## src/rtl/extint_pkg.sv

```systemverilog
package extint_pkg;
  localparam int LINE_W = 32;
  localparam int GRP_W  = 5;
  localparam int PIDX_W = 4;

  typedef enum logic [GRP_W-1:0] {
    GRP_STAT     = 5'd0,
    GRP_ACK      = 5'd1,
    GRP_MASK     = 5'd2,
    GRP_MASK_SET = 5'd3,
    GRP_MASK_CLR = 5'd4,
    GRP_SENS     = 5'd5,
    GRP_SENS_SET = 5'd6,
    GRP_SENS_CLR = 5'd7,
    GRP_SOFT     = 5'd8,
    GRP_SOFT_SET = 5'd9,
    GRP_SOFT_CLR = 5'd10,
    GRP_POL      = 5'd12,
    GRP_POL_SET  = 5'd13,
    GRP_POL_CLR  = 5'd14,
    GRP_DOM      = 5'd16
  } grp_e;
endpackage

```

## src/rtl/extint_sync.sv

```systemverilog
module extint_sync #(
  parameter int WIDTH = 32
) (
  input  logic             clk,
  input  logic             rst_n,
  input  logic [WIDTH-1:0] d_i,
  output logic [WIDTH-1:0] q_o
);
  logic [WIDTH-1:0] meta_q;
  logic [WIDTH-1:0] sync_q;

  always_ff @(posedge clk or negedge rst_n) begin
    if (!rst_n) begin
      meta_q <= '0;
      sync_q <= '0;
    end else begin
      meta_q <= d_i;
      sync_q <= meta_q;
    end
  end

  assign q_o = sync_q;
endmodule

```

## src/rtl/extint_port.sv

```systemverilog
module extint_port #(
  parameter int W = 32
) (
  input  logic         clk,
  input  logic         rst_n,
  input  logic [W-1:0] pin_i,
  input  logic [W-1:0] ack_i,
  input  logic [W-1:0] mset_i,
  input  logic [W-1:0] mclr_i,
  input  logic [W-1:0] sset_i,
  input  logic [W-1:0] sclr_i,
  input  logic [W-1:0] pset_i,
  input  logic [W-1:0] pclr_i,
  input  logic [W-1:0] fset_i,
  input  logic [W-1:0] fclr_i,
  input  logic         dom_we_i,
  input  logic [W-1:0] dom_d_i,
  output logic [W-1:0] stat_o,
  output logic [W-1:0] mask_o,
  output logic [W-1:0] sens_o,
  output logic [W-1:0] pol_o,
  output logic [W-1:0] soft_o,
  output logic [W-1:0] dom_o,
  output logic         req_o
);
  logic [W-1:0] mask_q, mask_n;
  logic [W-1:0] sens_q, sens_n;
  logic [W-1:0] pol_q,  pol_n;
  logic [W-1:0] soft_q, soft_n;
  logic [W-1:0] lat_q,  lat_n;
  logic [W-1:0] dom_q;
  logic [W-1:0] pin_d_q;
  logic [W-1:0] rise, fall, evt, lvl;

  always_comb begin
    mask_n = (mask_q | mset_i) & ~mclr_i;
    sens_n = (sens_q | sset_i) & ~sclr_i;
    pol_n  = (pol_q  | pset_i) & ~pclr_i;
    soft_n = (soft_q | fset_i) & ~fclr_i;
    rise   = pin_i & ~pin_d_q;
    fall   = ~pin_i & pin_d_q;
    evt    = ~sens_q & ((pol_q & rise) | (~pol_q & fall));
    lat_n  = ((lat_q & ~ack_i) | evt) & ~sens_q;
    lvl    = sens_q & ~(pin_i ^ pol_q);
  end

  always_ff @(posedge clk or negedge rst_n) begin
    if (!rst_n) begin
      mask_q  <= '1;
      sens_q  <= '0;
      pol_q   <= '0;
      soft_q  <= '0;
      lat_q   <= '0;
      pin_d_q <= '0;
    end else begin
      mask_q  <= mask_n;
      sens_q  <= sens_n;
      pol_q   <= pol_n;
      soft_q  <= soft_n;
      lat_q   <= lat_n;
      pin_d_q <= pin_i;
    end
  end

  always_ff @(posedge clk or negedge rst_n) begin
    if (!rst_n) begin
      dom_q <= '0;
    end else if (dom_we_i) begin
      dom_q <= dom_d_i;
    end
  end

  assign stat_o = lvl | lat_q | soft_q;
  assign mask_o = mask_q;
  assign sens_o = sens_q;
  assign pol_o  = pol_q;
  assign soft_o = soft_q;
  assign dom_o  = dom_q;
  assign req_o  = |(stat_o & ~mask_q & dom_q);


  mask_set_chk: assert property (@(posedge clk) disable iff (!rst_n)
    1'b1 |=> ((mask_q & $past(mset_i & ~mclr_i)) == $past(mset_i & ~mclr_i)));


  ack_clear_chk: assert property (@(posedge clk) disable iff (!rst_n)
    1'b1 |=> ((lat_q & $past(ack_i & ~evt)) == '0));


  soft_hold_chk: assert property (@(posedge clk) disable iff (!rst_n)
    1'b1 |=> (($past(soft_q & ~fclr_i) & ~soft_q) == '0));


  no_spurious_edge_chk: assert property (@(posedge clk) disable iff (!rst_n)
    1'b1 |=> ((lat_q & ~$past(lat_q) & ~$past(pin_i ^ pin_d_q)) == '0));
endmodule

```

## src/rtl/extint_ctrl.sv

```systemverilog
module extint_ctrl
  import extint_pkg::*;
#(
  parameter int NUM_PORTS = 2
) (
  input  logic                        clk,
  input  logic                        rst_n,
  input  logic                        bus_wr,
  input  logic [10:0]                 bus_addr,
  input  logic [31:0]                 bus_wdata,
  output logic [31:0]                 bus_rdata,
  input  logic [NUM_PORTS*LINE_W-1:0] ext_pin,
  output logic                        irq_out
);
  localparam int LINES = NUM_PORTS * LINE_W;

  logic [LINES-1:0]  pin_s;
  logic [GRP_W-1:0]  grp;
  logic [PIDX_W-1:0] pidx;
  logic              aligned;
  logic [LINE_W-1:0] stat_a [NUM_PORTS];
  logic [LINE_W-1:0] mask_a [NUM_PORTS];
  logic [LINE_W-1:0] sens_a [NUM_PORTS];
  logic [LINE_W-1:0] pol_a  [NUM_PORTS];
  logic [LINE_W-1:0] soft_a [NUM_PORTS];
  logic [LINE_W-1:0] dom_a  [NUM_PORTS];
  logic [NUM_PORTS-1:0] req;
  logic              any_dom;

  assign grp     = bus_addr[10:6];
  assign pidx    = bus_addr[5:2];
  assign aligned = (bus_addr[1:0] == 2'b00);

  extint_sync #(.WIDTH(LINES)) u_sync (
    .clk   (clk),
    .rst_n (rst_n),
    .d_i   (ext_pin),
    .q_o   (pin_s)
  );

  for (genvar p = 0; p < NUM_PORTS; p++) begin : g_port
    logic              hit;
    logic [LINE_W-1:0] wd;
    assign hit = bus_wr && aligned && (pidx == PIDX_W'(p));
    assign wd  = bus_wdata;

    extint_port #(.W(LINE_W)) u_port (
      .clk      (clk),
      .rst_n    (rst_n),
      .pin_i    (pin_s[p*LINE_W +: LINE_W]),
      .ack_i    ((hit && grp == GRP_ACK)      ? wd : '0),
      .mset_i   ((hit && grp == GRP_MASK_SET) ? wd : '0),
      .mclr_i   ((hit && grp == GRP_MASK_CLR) ? wd : '0),
      .sset_i   ((hit && grp == GRP_SENS_SET) ? wd : '0),
      .sclr_i   ((hit && grp == GRP_SENS_CLR) ? wd : '0),
      .pset_i   ((hit && grp == GRP_POL_SET)  ? wd : '0),
      .pclr_i   ((hit && grp == GRP_POL_CLR)  ? wd : '0),
      .fset_i   ((hit && grp == GRP_SOFT_SET) ? wd : '0),
      .fclr_i   ((hit && grp == GRP_SOFT_CLR) ? wd : '0),
      .dom_we_i (hit && grp == GRP_DOM),
      .dom_d_i  (wd),
      .stat_o   (stat_a[p]),
      .mask_o   (mask_a[p]),
      .sens_o   (sens_a[p]),
      .pol_o    (pol_a[p]),
      .soft_o   (soft_a[p]),
      .dom_o    (dom_a[p]),
      .req_o    (req[p])
    );
  end

  always_comb begin
    bus_rdata = '0;
    any_dom   = 1'b0;
    for (int p = 0; p < NUM_PORTS; p++) begin
      any_dom = any_dom | (|dom_a[p]);
      if (aligned && pidx == PIDX_W'(p)) begin
        case (grp)
          GRP_STAT: bus_rdata = stat_a[p];
          GRP_MASK: bus_rdata = mask_a[p];
          GRP_SENS: bus_rdata = sens_a[p];
          GRP_SOFT: bus_rdata = soft_a[p];
          GRP_POL:  bus_rdata = pol_a[p];
          GRP_DOM:  bus_rdata = dom_a[p];
          default:  bus_rdata = '0;
        endcase
      end
    end
  end

  assign irq_out = |req;


  dom_gate_chk: assert property (@(posedge clk) disable iff (!rst_n)
    !any_dom |-> !irq_out);
endmodule

```

## config.mk

```make
export PLATFORM = sky130hd
export DESIGN_NAME = extint_ctrl
export DESIGN_NICKNAME = d
export VERILOG_FILES = /design/src/rtl/extint_pkg.sv /design/src/rtl/extint_sync.sv /design/src/rtl/extint_port.sv /design/src/rtl/extint_ctrl.sv
export SDC_FILE = /design/constraint.sdc
export NUM_CORES = 1
export LEC_CHECK = 0
export BUFFER_PORTS_ARGS = -buffer_cell sky130_fd_sc_hd__buf_2
export CAP_MARGIN = 20
export CORE_MARGIN = 2
export CORE_UTILIZATION = 51
export CTS_BUF_LIST = sky130_fd_sc_hd__clkbuf_16
export DETAILED_ROUTE_END_ITERATION = 7
export PLACE_DENSITY = 0.69
export SETUP_SLACK_MARGIN = 0.5
export SYNTH_ARGS = -nofsm -noshare
export SYNTH_HDL_FRONTEND = slang
export SYNTH_SLANG_ARGS = --single-unit
```

## constraint.sdc

```tcl
create_clock -name clk -period 6.35 [get_ports clk]
set_input_delay 1.5875 -clock clk [delete_from_list [all_inputs] [get_ports clk]]
set_output_delay 1.5875 -clock clk [all_outputs]
set_load 0.005 [all_outputs]
```

# == After elaboration in Yosys (flattened, before gate mapping) ==
# Cells that the tools add are included.
# totals
ff_bits,576
in_bits,110
output_inout_bits,33
elab_cells,150
# classes
eq_ne,15
n_mux,22
bitwise_logic,68
reduce_logical,29
# ops
cell,count
32-bit AND,28
32-bit inverter,22
32-bit two-way mux,20
32-bit bitwise OR,16
32-bit one-hot mux with 6 select lines,2
64-bit OR reduction,1
32-bit XOR,2
"5-bit by 4-bit equality test with 1-bit output, second input constant",6
1-bit logical AND,25
"5-bit by 3-bit equality test with 1-bit output, second input constant",4
"5-bit by 2-bit equality test with 1-bit output, second input constant",2
"5-bit by 1-bit equality test with 1-bit output, second input constant",1
"5-bit equality test, second input constant",1
5-bit zero test,1
"4-bit by 1-bit equality test with 1-bit output, second input constant",1
4-bit zero test,1
2-bit zero test,1

# == Logic depth before layout (Yosys ltp) ==
# Gate-level depths: netlist of the first run.
# depth
depth_word,9
depth_mapped,9
depth_no_buf,6

# == By module ==
# Synthesis of the first run repeated with hierarchy kept, for this count alone.
# hier_totals
cells_unflattened,3090
hier_area_um2,28566.1
# modules_own_cells
mod,n_inst,cells_each,area_per_inst_um2,seq_area_each_um2
extint_port,2,928,9118.7,5645.4
extint_ctrl,1,1106,7125.6,0.0
extint_sync,1,128,3203.1,3203.1

# == Worst setup path after synthesis of the first run ==
# No wires, ideal clock.
# synth_path
path_type,input -> output
start,in bus_addr[9]
end,out bus_rdata[27]
arrival_time_ns,3.248
required_ns,4.762
setup_slack_ns,1.514
cell_stages,7
path_buffers,3
cell_sequence,or3b_2 -> clkbuf_1 -> nor2_2 -> buf_2 -> buf_2 -> a22oi_1 -> a221oi_1
# synth_via
elab_chain_cells,4
elab_cells_between_ends,10
cone_classes,eq/ne (5); mux (4); reduce/logical (1)
# synth_rtl
item,line,source
from (decl),extint_ctrl.sv:9,"input logic [10:0] bus_addr,"
5-bit equality test (tied with other cells),extint_ctrl.sv:78,case (grp)
32-bit one-hot mux with 6 select lines,extint_ctrl.sv:78,
32-bit two-way mux,extint_ctrl.sv:77,if (aligned && pidx == PIDX_W'(p)) begin
32-bit two-way mux (*),extint_ctrl.sv:77,
to (decl),extint_ctrl.sv:11,"output logic [31:0] bus_rdata,"
# Every way passes the cells marked *; elsewhere a longest branch is shown, timed or not.

# == Worst setup path in the final report of the first run ==
# layout_path
start,in bus_addr[8]
end,out bus_rdata[6]
# Same word-level chain as after synthesis.

==> results.json, run 1 <==
{
  "cts.clk_slew.worst_paths_ns": 0.06,
  "yosysSeqAreaShare_pct": 58.2,
  "htreeDepth": 2,
  "drive_gt1_share_pct": 17.2,
  "yosys-top-cells-area": "dfrtp_1 51%, a21oi_1 11%, dfstp_2 6.8%",
  "crit_chain": "buf_2, or3_1, nor2_4, buf_4, a221oi_1, a31o_2, a41oi_1, buf_2",
  "final_max_slew_viol_count": 0,
  "dr_total_vias": 21020,
  "ys_types": 55,
  "dpl.hpwl_um": 49900,
  "cts_hold_buf": 0,
  "grt_setup_unrepaired": "no",
  "status": "complete, but fails checks",
  "crit_path_max_fanout": 17,
  "die_x_um": 225,
  "maxSlewHeadroom_pct": 28.5,
  "post-cts-setup-buffer-count": 0,
  "synth_flop_cell": "dfrtp_1",
  "tns_ns": 0,
  "overflow": 0,
  "antenna_found_initial": 5,
  "ys_async_sr_fraction_pct": 100,
  "cts_tree": "yes",
  "final_cell_area_mm2": 0.0282,
  "synth_area_per_cell_um2": 10.4,
  "yosys_warnings": 0,
  "cpPeakStageDelay_ns": 0.55,
  "finish.utilization_pct": 58.8,
  "path_class": "in2out",
  "dpl_cell_area_mm2": 0.0263,
  "multi_input_area_mm2": 0.00975,
  "synth_seq_cells": 576,
  "portBuffers": 142,
  "fillers": 3994,
  "violations": "design-rule violations",
  "num_rows": 80,
  "drtIter0Drc": 3404,
  "ant_nets": 0,
  "crit_path_top_delay_cell": "or3_1",
  "leakagePower_nw": 11.7,
  "viasPerCell": 6.72,
  "synth_area_mm2": 0.0249,
  "cts_resized": 0,
  "detail_route.wirelength_um": 83000,
  "critPathMostFrequentCell": "buf_2",
  "powerDensity_mw_per_mm2": 271,
  "cp.required_ns": 4.76,
  "arrival_ns": 4.12,
  "cts_buffers": 60,
  "synth_largest_area_cell": "dfrtp_1",
  "clock_skew_ns": 0.0135,
  "drt_first_pass_iters": 8,
  "clk_latency_ns": 0.63,
  "synth_top_area_share_pct": 51.5,
  "finalWeightedCongestion": 0.909,
  "ir_drop_mv": 0.212,
  "fin_crit_sh_pct": 89.9,
  "start_util_pct": 51.9,
  "grtUsageTotal_pct": 32.8,
  "cts.sinks": 576,
  "cap_violations": 0,
  "layout.nets": 2569,
  "final-seq-area_mm2": 0.0145,
  "worstMarginPinSlew_ns": 1.07,
  "grt_pass1_vias": 20319,
  "syn_to_final_growth_pct": 13.3,
  "pin_count": 143,
  "routedWlPerCell_um": 26.5,
  "drc": 2,
  "root_buffer": "clkbuf_16",
  "hold_class": "reg2reg",
  "period_minus_slack_ns": 5.71,
  "grt_max_degree": 165,
  "clockBufferDepth": 3,
  "finalSetupViolations": 0,
  "netlist_instances": 2383,
  "start_kind": "input port",
  "hold_viol": 0,
  "synthTopCellsByCount": "566 x a21oi_1, 512 x dfrtp_1, 196 x nor2_1",
  "die_y_um": 225,
  "grt_pass1_wl_um": 124000,
  "yosys.cell_count.top_type": "a21oi_1",
  "endpoint_kind": "output pin",
  "synth_edf_count": 0,
  "coreArea_mm2": 0.0479,
  "die_area_mm2": 0.0506,
  "syn_nets": 2493,
  "max_freq_mhz": 175
}
[final timing paths]
path / from / endpoint / slack, ns / cells past startpoint
max: bus_addr[8] / bus_rdata[6] / 0.64 / 8
min: u_sync.meta_q[55]$_DFF_PN0_ / u_sync.q_o[55]$_DFF_PN0_ / 0.34 / 0
max reg2reg: u_sync.q_o[59]$_DFF_PN0_ / g_port[1].u_port.lat_q[27]$_DFF_PN0_ / 5.16 / 4
min reg2reg: u_sync.meta_q[55]$_DFF_PN0_ / u_sync.q_o[55]$_DFF_PN0_ / 0.34 / 0
max in group asynchronous: rst_n / g_port[1].u_port.pin_d_q[13]$_DFF_PN0_ / 4.07 / 2
min in group asynchronous: rst_n / u_sync.meta_q[7]$_DFF_PN0_ / 0.91 / 1
[sequential cells by signal (all words and copies together), names as in the netlist]
| name | cells |
|---|---|
| g_port.u_port.dom_o | 64 |
| g_port.u_port.lat_q | 64 |
| g_port.u_port.mask_o | 64 |
| g_port.u_port.pin_d_q | 64 |
| g_port.u_port.pol_o | 64 |
| g_port.u_port.sens_o | 64 |
| g_port.u_port.soft_o | 64 |
| u_sync.meta_q | 64 |
| u_sync.q_o | 64 |
[layout make-up]
cell class / instances / area share (%)
Clock inverter: 52 / 1.43
Antenna cell: 1 / 0.00887
Tap cell: 615 / 2.73
Sequential cell: 576 / 51.4
Multi-Input combinational cell: 1608 / 34.6
Timing Repair Buffer: 191 / 4.17
Clock buffer: 61 / 5.41
Inverter: 22 / 0.293
[cell usage in the layout, fill, tap and decap left out, drive strengths merged, types with 5 or more instances in the layout]
cell     Yosys  routed
a21oi      566     566
dfrtp      512     512
nor2       199     199
buf         25     191
nand2      137     137
a221oi      76      76
a222oi      69      69
dfstp       64      64
clkbuf     152      61
nor2b       59      59
mux2        56      56
o21ai       52      52
xnor2       48      48
inv         21      41
nor3b       36      36
a22oi       34      34
nand2b      31      31
nand4b      23      23
clkinv       1      23
nor3        20      20
and2        19      19
nand4       18      18
nand3       17      17
o22ai       14      14
o32ai       14      14
o2111ai     13      13
a211o       13      13
nor4        10      10
a311oi       9       9
and3         9       9
a211oi       8       8
a21o         8       8
o21a         7       7
o211ai       7       7
bufinv       0       6
nand3b       5       5
[layer usage]
| metal | routed length [um] | up-vias | track usage (%) | share of wire (%) |
|---|---|---|---|---|
| li1 | - | 8983 | - | - |
| met1 | 32400 | 10446 | 46.0 | 39 |
| met4 | 3920 | 6 | 15.0 | 4.7 |
| met3 | 10400 | 275 | 8.45 | 13 |
| met2 | 36200 | 1310 | 48.1 | 44 |
| met5 | 42 | - | 0 | 0.051 |
[stage by stage]
stage / hold slack (ns) / instances / total power (W) / setup WS, ns
floorplan: 0.331 / 2383 / 0.00404 / 1.51
global placement: 0.332 / 3012 / 0.00422 / 0.771
detailed placement: 0.336 / 3012 / 0.00423 / 0.733
CTS: 0.347 / 3125 / 0.00768 / 0.725
global route: 0.353 / 3126 / 0.00788 / 0.613
finish: 0.344 / 3126 / 0.00765 / 0.639
[worst max-delay path: cells and delay by family]
kind	cells	cell delay [ns]
AOI/OAI and AO/OA	3	0.77
buffers and inverters	3	0.71
and+or+nand+nor	2	1.04
[logic make-up (layout without fill, tap and decap cells)]
logic type / after synthesis / after routing / synth area share (%)
AOI/OAI and AO/OA: 909 / 909 / 22.5
xor gates and xnor gates: 48 / 48 / 1.69
buffers and inverters: 199 / 326 / 3.10
DFF: 576 / 576 / 58.2
muxes: 57 / 57 / 2.57
other: 0 / 1 / 0
and+or+nand+nor: 594 / 594 / 11.9
[power by group]
part | switching (W) | internal (W)
Clock | 0.00149 | 0.00198
Combinational | 0.000244 | 0.0000995
Sequential | 0.0000696 | 0.00376
Note: power is estimated with default switching activity, not from simulation.
==> inputs of run 2 (changes only) <==
--- a/config.mk
+++ b/config.mk
@@ -10,6 +10,7 @@
 export CORE_MARGIN = 2
 export CORE_UTILIZATION = 51
 export CTS_BUF_LIST = sky130_fd_sc_hd__clkbuf_16
+export CTS_CLUSTER_SIZE = 10
 export DETAILED_ROUTE_END_ITERATION = 7
 export PLACE_DENSITY = 0.69
 export SETUP_SLACK_MARGIN = 0.5
==> constraint.sdc (replaced) <==
create_clock -name clk -period 6.35 [get_ports clk]
set_input_delay 0.635 -clock clk [delete_from_list [all_inputs] [get_ports clk]]
set_output_delay 0.635 -clock clk [all_outputs]
set_load 0.005 [all_outputs]
==> run 2 against run 1 <==
The run still ends with design-rule violations left; count of clock-buffer cells in the layout increased by 9; die area unchanged; sequential share of layout area down 0.062 points; maximum frequency rose by 23%; clock power is essentially flat; global-route usage increased by 0.49 points; worst hold slack got worse by 0.30 ns; critical endpoint is now irq_out; highest routed layer unchanged.
==> results.json, run 2 (synthesized netlist as in run 1, its figures left out) <==
{
  "status": "complete, but fails checks",
  "violations": "design-rule violations",
  "die_area_mm2": 0.0506,
  "syn_to_final_growth_pct": 13.4,
  "endpoint_kind": "output pin",
  "start_kind": "flop",
  "antenna_found_initial": 7,
  "grt_setup_unrepaired": "no",
  "max_freq_mhz": 216,
  "die_y_um": 225,
  "finalWeightedCongestion": 0.950,
  "power_w": 0.00767,
  "pre_cts_ws_ns": 2.23,
  "cap_violations": 0,
  "p_int_w": 0.00585,
  "stdcell_count": 3128,
  "dr_total_vias": 21130,
  "path_class": "reg2out",
  "arrival_ns": 3.99,
  "coreArea_mm2": 0.0479,
  "rrSetupSlack_ns": 5.12,
  "clockBufferDepth": 3,
  "cts_resized": 0,
  "place_inst": 3000,
  "finish.utilization_pct": 58.9,
  "cp.required_ns": 5.71,
  "combinationalPowerShare_pct": 4.5,
  "seq_power_share_pct": 50.0,
  "post-cts-setup-buffer-count": 0,
  "p_switching_w": 0.00182,
  "dpl.hpwl_um": 49700,
  "drive_gt1_share_pct": 16.6,
  "final_max_slew_viol_count": 0,
  "viasPerCell": 6.76,
  "overflow": 0,
  "maxSlewHeadroom_pct": 29.0,
  "start_util_pct": 51.9,
  "reg2reg_depth": 4,
  "cts_hold_buf": 0,
  "reg2reg_to": "g_port[1].u_port.lat_q[18]$_DFF_PN0_",
  "layout_commonest_cell": "a21oi_1",
  "cts_tree": "yes",
  "ant_nets": 0,
  "layout_common_cells": "566 x a21oi_1, 512 x dfrtp_1, 189 x nor2_1, 141 x buf_2, 136 x nand2_1",
  "clk_latency_ns": 0.60,
  "p_sw_share_pct": 23.7,
  "fin_crit_sh_pct": 72.8,
  "tns_ns": 0,
  "crit_path_max_fanout": 3,
  "clock_skew_ns": 0.0126,
  "grt_pass1_wl_um": 126000,
  "powerDensity_mw_per_mm2": 272,
  "grt_max_degree": 153,
  "ir_drop_mv": 0.188,
  "drt_first_pass_iters": 8,
  "worstMarginPinSlew_ns": 1.06,
  "hold_viol": 0,
  "hold_class": "in2async",
  "layout.nets": 2569,
  "drc": 28,
  "leakagePower_nw": 11.8,
  "portBuffers": 142,
  "finalSetupViolations": 0,
  "detail_route.wirelength_um": 83800,
  "grt_pass1_vias": 20949,
  "reg2reg_from": "u_sync.q_o[50]$_DFF_PN0_",
  "cts_buffers": 68,
  "cts.clk_slew.worst_paths_ns": 0.06,
  "root_buffer": "clkbuf_16",
  "htreeDepth": 3,
  "setup_slack_ns": 1.73,
  "period_minus_slack_ns": 4.62,
  "drtIter0Drc": 3160,
  "die_x_um": 225,
  "grtUsageTotal_pct": 33.3,
  "routedWlPerCell_um": 26.8,
  "p_clk_share_pct": 45.5,
  "pin_count": 143,
  "cts.sinks": 576,
  "num_rows": 80
}
-- run 2: worst max path at each step --
stage	start	to
4_1_cts	g_port[1].u_port.mask_o[0]$_DFF_PN1_	irq_out
3_5_place_dp	bus_addr[8]	bus_rdata[21]
5_1_grt	g_port[1].u_port.mask_o[0]$_DFF_PN1_	irq_out
3_3_place_gp	bus_addr[8]	bus_rdata[28]
2_1_floorplan	bus_addr[9]	bus_rdata[27]
6_report	g_port[1].u_port.mask_o[0]$_DFF_PN1_	irq_out
-- run 2: worst max-delay path: stages, from the launching register on --
cell      delay [ns]
dfstp_2         0.54
nand2b_1        0.26
o32ai_1         0.27
nor4_1          0.66
nand4_1         0.28
or4_1           0.61
or4_1           0.60
buf_2           0.17
-- run 2: area by class of cell --
type                    instances  area, um2
flip-flops and latches        576      14500
diodes                          2       5.00
fillers                      3991      19700
inverters                      22       82.6
clock buffers                  70       1750
clock inverters                52        233
well taps                     615        769
repair buffers                183       1140
multi-input cells            1608       9760
-- run 2: per-layer routing --
layer / track usage [%] / part of all wire, % / vias to the layer above
met1: 45.1 / 38 / 10387
met2: 48.7 / 43 / 1424
li1: - / - / 8970
met4: 18.0 / 5.9 / 8
met5: 0 / 0.063 / -
met3: 9.52 / 12 / 341
-- run 2: power by group through the flow --
stage | sequential (W) | combinational, W | clock, W
finish | 0.00383 | 0.000345 | 0.00349
floorplan | 0.00387 | 0.000165 | 0
global route | 0.00384 | 0.000377 | 0.00369
detailed placement | 0.00389 | 0.000336 | 0
CTS | 0.00383 | 0.000338 | 0.00353
global placement | 0.00389 | 0.000328 | 0
-- run 2: per-stage QoR --
step | cell area (um2) | hold WS [ns]
2_1_floorplan | 24900 | 0.331
3_3_place_gp | 26200 | 0.332
3_5_place_dp | 26200 | 0.335
4_1_cts | 28100 | 0.107
5_1_grt | 28200 | 0.109
6_report | 28200 | 0.0478
